==> src/rtl/drs_pkg.sv <==
`timescale 1ns/1ps
package drs_pkg;

    localparam int INIT_CYCLES = 8;
    localparam int IW          = $clog2(INIT_CYCLES + 1);

    typedef enum logic [1:0] {
        TOP_PAUSE,
        TOP_IDLE,
        TOP_REQ,
        TOP_BUSY
    } top_st_t;

    typedef enum logic [2:0] {
        SEQ_IDLE,
        SEQ_CAS,
        SEQ_RAS,
        SEQ_HOLD,
        SEQ_PRE
    } seq_st_t;

endpackage

==> src/rtl/drs_interval_timer.sv <==
`timescale 1ns/1ps
module drs_interval_timer #(
    parameter int REF_INTERVAL = 1950
) (
    input  logic clk,
    input  logic rst_n,
    input  logic en,
    output logic tick
);
    localparam int TW = $clog2(REF_INTERVAL + 1);

    logic [TW-1:0] cnt;

    always_ff @(posedge clk) begin
        if (!rst_n || !en) begin
            cnt <= TW'(REF_INTERVAL - 1);
        end else if (cnt == '0) begin
            cnt <= TW'(REF_INTERVAL - 1);
        end else begin
            cnt <= cnt - 1'b1;
        end
    end

    assign tick = en && (cnt == '0);
endmodule

==> src/rtl/drs_owed_counter.sv <==
`timescale 1ns/1ps
module drs_owed_counter #(
    parameter int OWED_MAX = 8,
    localparam int OW = $clog2(OWED_MAX + 1)
) (
    input  logic          clk,
    input  logic          rst_n,
    input  logic          inc,
    input  logic          dec,
    output logic [OW-1:0] count,
    output logic          pending
);
    always_ff @(posedge clk) begin
        if (!rst_n) begin
            count <= '0;
        end else begin
            unique case ({inc, dec})
                2'b10: if (count < OW'(OWED_MAX)) count <= count + 1'b1;
                2'b01: if (count != '0) count <= count - 1'b1;
                default: count <= count;
            endcase
        end
    end

    assign pending = (count != '0);
endmodule

==> src/rtl/drs_cbr_sequencer.sv <==
`timescale 1ns/1ps
module drs_cbr_sequencer
    import drs_pkg::*;
#(
    parameter int T_CSR = 2,
    parameter int T_CHR = 1,
    parameter int T_RAS = 4,
    parameter int T_RP  = 4
) (
    input  logic clk,
    input  logic rst_n,
    input  logic start,
    output logic ras_n,
    output logic cas_n,
    output logic done
);
    localparam int CW = $clog2(T_CSR + T_RAS + T_RP + 1);

    seq_st_t       st, st_nxt;
    logic [CW-1:0] cnt, cnt_nxt;

    always_ff @(posedge clk) begin
        if (!rst_n) begin
            st  <= SEQ_IDLE;
            cnt <= '0;
        end else begin
            st  <= st_nxt;
            cnt <= cnt_nxt;
        end
    end

    always_comb begin
        st_nxt  = st;
        cnt_nxt = (cnt == '0) ? cnt : cnt - 1'b1;
        unique case (st)
            SEQ_IDLE: if (start) begin
                st_nxt  = SEQ_CAS;
                cnt_nxt = CW'(T_CSR - 1);
            end
            SEQ_CAS: if (cnt == '0) begin
                st_nxt  = SEQ_RAS;
                cnt_nxt = CW'(T_CHR - 1);
            end
            SEQ_RAS: if (cnt == '0) begin
                st_nxt  = SEQ_HOLD;
                cnt_nxt = CW'(T_RAS - T_CHR - 1);
            end
            SEQ_HOLD: if (cnt == '0) begin
                st_nxt  = SEQ_PRE;
                cnt_nxt = CW'(T_RP - 1);
            end
            SEQ_PRE: if (cnt == '0) begin
                st_nxt  = SEQ_IDLE;
                cnt_nxt = '0;
            end
            default: st_nxt = SEQ_IDLE;
        endcase
    end

    always_comb begin
        ras_n = !((st == SEQ_RAS) || (st == SEQ_HOLD));
        cas_n = !((st == SEQ_CAS) || (st == SEQ_RAS));
        done  = (st == SEQ_PRE) && (cnt == '0);
    end
endmodule

==> src/rtl/dram_refresh_sched.sv <==
`timescale 1ns/1ps
module dram_refresh_sched
    import drs_pkg::*;
#(
    parameter int INIT_PAUSE   = 25000,
    parameter int REF_INTERVAL = 1950,
    parameter int OWED_MAX     = 8,
    parameter int T_CSR        = 2,
    parameter int T_CHR        = 1,
    parameter int T_RAS        = 4,
    parameter int T_RP         = 4,
    parameter int LANES        = 2
) (
    input  logic             clk,
    input  logic             rst_n,
    input  logic             clk_lapse,
    input  logic             bus_grant,
    output logic             bus_req,
    output logic             ras_n,
    output logic [LANES-1:0] cas_n,
    output logic             we_n,
    output logic             init_done
);
    localparam int PW = $clog2(INIT_PAUSE + 1);
    localparam int OW = $clog2(OWED_MAX + 1);

    top_st_t       state, state_nxt;
    logic [PW-1:0] pause_cnt;
    logic [IW-1:0] init_left;
    logic          is_init;
    logic          start, seq_done, seq_ras_n, seq_cas_n;
    logic          tick, owed_pend, owed_dec;
    logic [OW-1:0] owed;

    drs_interval_timer #(.REF_INTERVAL(REF_INTERVAL)) u_timer (
        .clk (clk), .rst_n (rst_n), .en (init_done), .tick (tick)
    );

    drs_owed_counter #(.OWED_MAX(OWED_MAX)) u_owed (
        .clk (clk), .rst_n (rst_n), .inc (tick), .dec (owed_dec),
        .count (owed), .pending (owed_pend)
    );

    drs_cbr_sequencer #(
        .T_CSR (T_CSR), .T_CHR (T_CHR), .T_RAS (T_RAS), .T_RP (T_RP)
    ) u_seq (
        .clk (clk), .rst_n (rst_n), .start (start),
        .ras_n (seq_ras_n), .cas_n (seq_cas_n), .done (seq_done)
    );

    // state register
    always_ff @(posedge clk) begin
        if (!rst_n) begin
            state <= TOP_PAUSE;
        end else begin
            state <= state_nxt;
        end
    end

    // next-state logic
    always_comb begin
        state_nxt = state;
        unique case (state)
            TOP_PAUSE: if (pause_cnt == '0)                   state_nxt = TOP_IDLE;
            TOP_IDLE:  if ((init_left != '0) || owed_pend)    state_nxt = TOP_REQ;
            TOP_REQ:   if (bus_grant)                         state_nxt = TOP_BUSY;
            TOP_BUSY:  if (seq_done)                          state_nxt = TOP_IDLE;
            default:                                          state_nxt = TOP_PAUSE;
        endcase
    end

    // pause, init and cycle-kind bookkeeping
    always_ff @(posedge clk) begin
        if (!rst_n) begin
            pause_cnt <= PW'(INIT_PAUSE - 1);
            init_left <= IW'(INIT_CYCLES);
            is_init   <= 1'b0;
        end else begin
            if ((state == TOP_PAUSE) && (pause_cnt != '0)) begin
                pause_cnt <= pause_cnt - 1'b1;
            end
            if (clk_lapse && (state != TOP_PAUSE)) begin
                init_left <= IW'(INIT_CYCLES);
            end else if (seq_done && is_init && (init_left != '0)) begin
                init_left <= init_left - 1'b1;
            end
            if (start) begin
                is_init <= (init_left != '0);
            end
        end
    end

    // outputs
    always_comb begin
        start     = (state == TOP_REQ) && bus_grant;
        owed_dec  = seq_done && !is_init;
        bus_req   = (state == TOP_REQ) || (state == TOP_BUSY);
        init_done = (state != TOP_PAUSE) && (init_left == '0);
        ras_n     = seq_ras_n;
        we_n      = 1'b1;
    end

    for (genvar g = 0; g < LANES; g++) begin : g_lane
        assign cas_n[g] = seq_cas_n;
    end
endmodule

==> config.mk <==
export PLATFORM = sky130hd
export DESIGN_NAME = dram_refresh_sched
export DESIGN_NICKNAME = d
export VERILOG_FILES = /design/src/rtl/drs_pkg.sv /design/src/rtl/drs_interval_timer.sv /design/src/rtl/drs_owed_counter.sv /design/src/rtl/drs_cbr_sequencer.sv /design/src/rtl/dram_refresh_sched.sv
export SDC_FILE = /design/constraint.sdc
export NUM_CORES = 1
export LEC_CHECK = 0
export ABC_AREA = 1
export BUFFER_PORTS_ARGS = -buffer_cell sky130_fd_sc_hd__buf_2
export CORE_AREA = 4 4 96 75
export CTS_BUF_LIST = sky130_fd_sc_hd__clkbuf_2
export DETAILED_ROUTE_END_ITERATION = 10
export DIE_AREA = 0 0 100 79
export SLEW_MARGIN = 5
export SYNTH_ARGS = -nofsm -noshare
export SYNTH_HDL_FRONTEND = slang
export SYNTH_SLANG_ARGS = --single-unit
==> constraint.sdc <==
create_clock -name clk -period 2.1 [get_ports clk]
set_input_delay 0.42 -clock clk [delete_from_list [all_inputs] [get_ports clk]]
set_output_delay 0.42 -clock clk [all_outputs]
set_load 0.02 [all_outputs]
==> flow_summary.toml <==
[power_and_ir_drop]
power.switching_w = 0.00117
pwr-share-comb_pct = 44.7
peakVddDrop_mv = 0.268
switching_share_pct = 44.1
p_per_area_nw_per_um2 = 1000
p_clk_share_pct = 13.8
p_leak_nw = 1.16
internal_power_w = 0.00148
p_seq_share_pct = 41.5

[worst_setup_path]
crit_start = "state[0]$_SDFFE_PN0P_"
critPathArrivalTime_ns = 1.56
cpPeakStageDelay_ns = 0.40
crit_chain = "inv_1 -> ha_1 -> or2_2 -> buf_2"
r2r-start = "u_seq.cnt[0]$_SDFF_PN0_"
r2r_cells = 15
rrSetupSlack_ns = 0.19
endpoint_kind = "output pin"
cp_max_fo = 4
required_ns = 1.68
rr_endpoint = "u_owed.count[2]$_SDFFE_PN0P_"
cpMaxStageDelayCell = "dfxtp_2"
critPathLaunchType = "register"
crit_type = "register to output pin"

[cells_and_area]
antenna_cells = 0
final_cell_mix = "72 x nand2_1, 43 x dfxtp_1, 41 x inv_1, 41 x nor2_1, 25 x a21oi_1"
area_growth_pct = 7.66
stdcell_count = 442
drive_above_1_share_pct = 13.0
layout.nets = 378
mostFrequentLayoutCell = "nand2_1"

[timing]
final.setup.tns_ns = 0
post-route-period-util_pct = 94.4
hold_violations = 0
fmax_mhz = 504
rsz0062_at_grt = "false"
period_minus_slack_ns = 1.98
finalClockSkew_ns = 0.0253
finalSetupViolCount = 0
drv_slew = 0

[synth]
ys_top_cells_by_area = "dfxtp_1 36%, nand2_1 11%, ha_1 7.1%"
synth.distinct_cells = 35
synth-seq-cells = 44
yosysTopAreaCell = "dfxtp_1"
syn_avg_cell_area_um2 = 7.11
synth_nets = 365
synth_top_area_share_pct = 35.7
syn_inst = 347
async_flop_share_pct = 0
synth_edf_count = 0
syn_area_um2 = 2470
yosys_warnings = 0
synth_seq_area_share_pct = 35.7
synth_ff_type = "dfxtp_1"

[die]
rows = 25
dieArea_um2 = 7900
initial_core_util_pct = 39.6
die_height_um = 79
die_w_um = 100
core_region_area_um2 = 6220
ioPinCount = 10

[global_routing]
antenna_found_initial = 0
grt_pass1_wl_mm = 8.58
grtUsageTotal_pct = 13.2
grt_max_degree = 16
grt_pass1_vias = 1901
overflow = 0

[clock_tree]
cts_sinks = 44
cts_buffers = 5
path_clk_slew_ns = 0.25
clk_root_buffer_cell = "clkbuf_2"
clk_latency_ns = 0.42
clk_path_buf_depth = 2
cts_tree = "yes"
h-tree-depth = 2
postCtsSetupRepairBufs = 0

[place]
port_buffers = 8
post-dp-hpwl_mm = 3.62
place_inst = 434
routabilityCongestion = 0.805

[routing]
drt_iter0_drc = 62
first_pass_iters = 4
wirelength_mm = 4.78
drc = 0
wl_per_cell_um = 10.8
drt.antenna.violating_nets = 0
dr_total_vias = 2065
via_per_inst = 4.67

[hold_path]
holdPathStages = 3
worstHoldStart = "clk_lapse"
holdPathEnd = "init_left[3]$_SDFFE_PP1P_"
hp-class = "input port to register"

[flow_run]
maxCapViolations = 0

[outcome]
status = "complete, no violations"
==> cell type report <==
class	count	area, um^2
clock buffers	5	25.0
flip-flops and latches	44	882
repair buffers	13	77.6
multi-input cells	247	1370
fillers	637	3570
clock inverters	3	18.8
inverters	49	184
well taps	81	101
==> routing by layer <==
metal  vias to the layer above  part of all wire [%]  GRT usage [%]
li1                       1136                     -              -
met1                       900                    54           18.6
met2                        22                    41           19.9
met3                         7                   3.3           3.16
met4                         0                   1.2           3.90
met5                         -                     0              0
==> worst max-delay path: cells and delay by family (launching register included) <==
kind	cells	cell delay, ns
flops	1	0.40
simple gates	1	0.32
buf+inv	2	0.23
fa+ha+maj	1	0.22
==> Yosys cell counts (4+ instances only) <==
cell type	number
nand2_1	72
dfxtp_1	44
inv_1	41
nor2_1	41
a21oi_1	25
nand3_1	18
ha_1	14
o21ai_0	14
xor2_1	10
inv_2	8
nor3_1	8
o21ai_1	6
xnor2_1	6
o211ai_1	4
==> state kept, by name, indices dropped and copies added, names as in the netlist <==
name,count
pause_cnt,15
u_timer.cnt,11
init_left,4
u_owed.count,4
u_seq.cnt,4
u_seq.st,3
state,2
is_init,1
==> through the flow <==
step / hold slack [ns] / util (%) / instance area (um^2) / worst slack, ns / power, W
after CTS: 0.213 / 42.6 / 2650 / 0.0394 / 0.00268
after floorplan: 0.366 / - / 2470 / 0.205 / 0.00207
after global placement: 0.374 / 41.8 / 2610 / 0.256 / 0.00230
final: 0.228 / 42.7 / 2660 / 0.117 / 0.00265
after detailed placement: 0.377 / 41.8 / 2610 / 0.206 / 0.00231
after global routing: 0.210 / 42.7 / 2660 / 0.0164 / 0.00291
==> what timing repair did <==
action,CTS,global route
resized for setup,0,2
setup endpoints to repair,0,2
hold buffers,0,0
==> worst max-delay path by stage <==
stage | end | slack (ns) | cells after the start
finish | bus_req | 0.12 | 4
global placement | u_owed.count[2]$_SDFFE_PN0P_ | 0.26 | 15
CTS | bus_req | 0.04 | 4
floorplan | u_owed.count[2]$_SDFFE_PN0P_ | 0.21 | 13
detailed placement | u_owed.count[2]$_SDFFE_PN0P_ | 0.21 | 15
global route | init_done | 0.02 | 5
==> power by group through the flow <==
| stage | Combinational, W | Clock [W] | Sequential, W |
|---|---|---|---|
| after global placement | 0.00119 | 0 | 0.00111 |
| after CTS | 0.00119 | 0.000390 | 0.00110 |
| after detailed placement | 0.00119 | 0 | 0.00112 |
| final | 0.00119 | 0.000365 | 0.00110 |
| after floorplan | 0.000979 | 0 | 0.00109 |
| after global routing | 0.00136 | 0.000423 | 0.00113 |
==> cells by family (layout without fill, tap and decap cells) <==
family                     Yosys count  after routing  synth area share, %
other                                1              1                0.152
DFF                                 44             44                 35.7
xor gates and xnor gates            16             16                 5.68
adders and majority gates           14             14                 7.10
and+or+nand+nor                    160            160                 29.6
AOI/OAI and AO/OA                   56             56                 12.6
buffers and inverters               56             70                 9.08
Power figures use the tool's default switching activity.
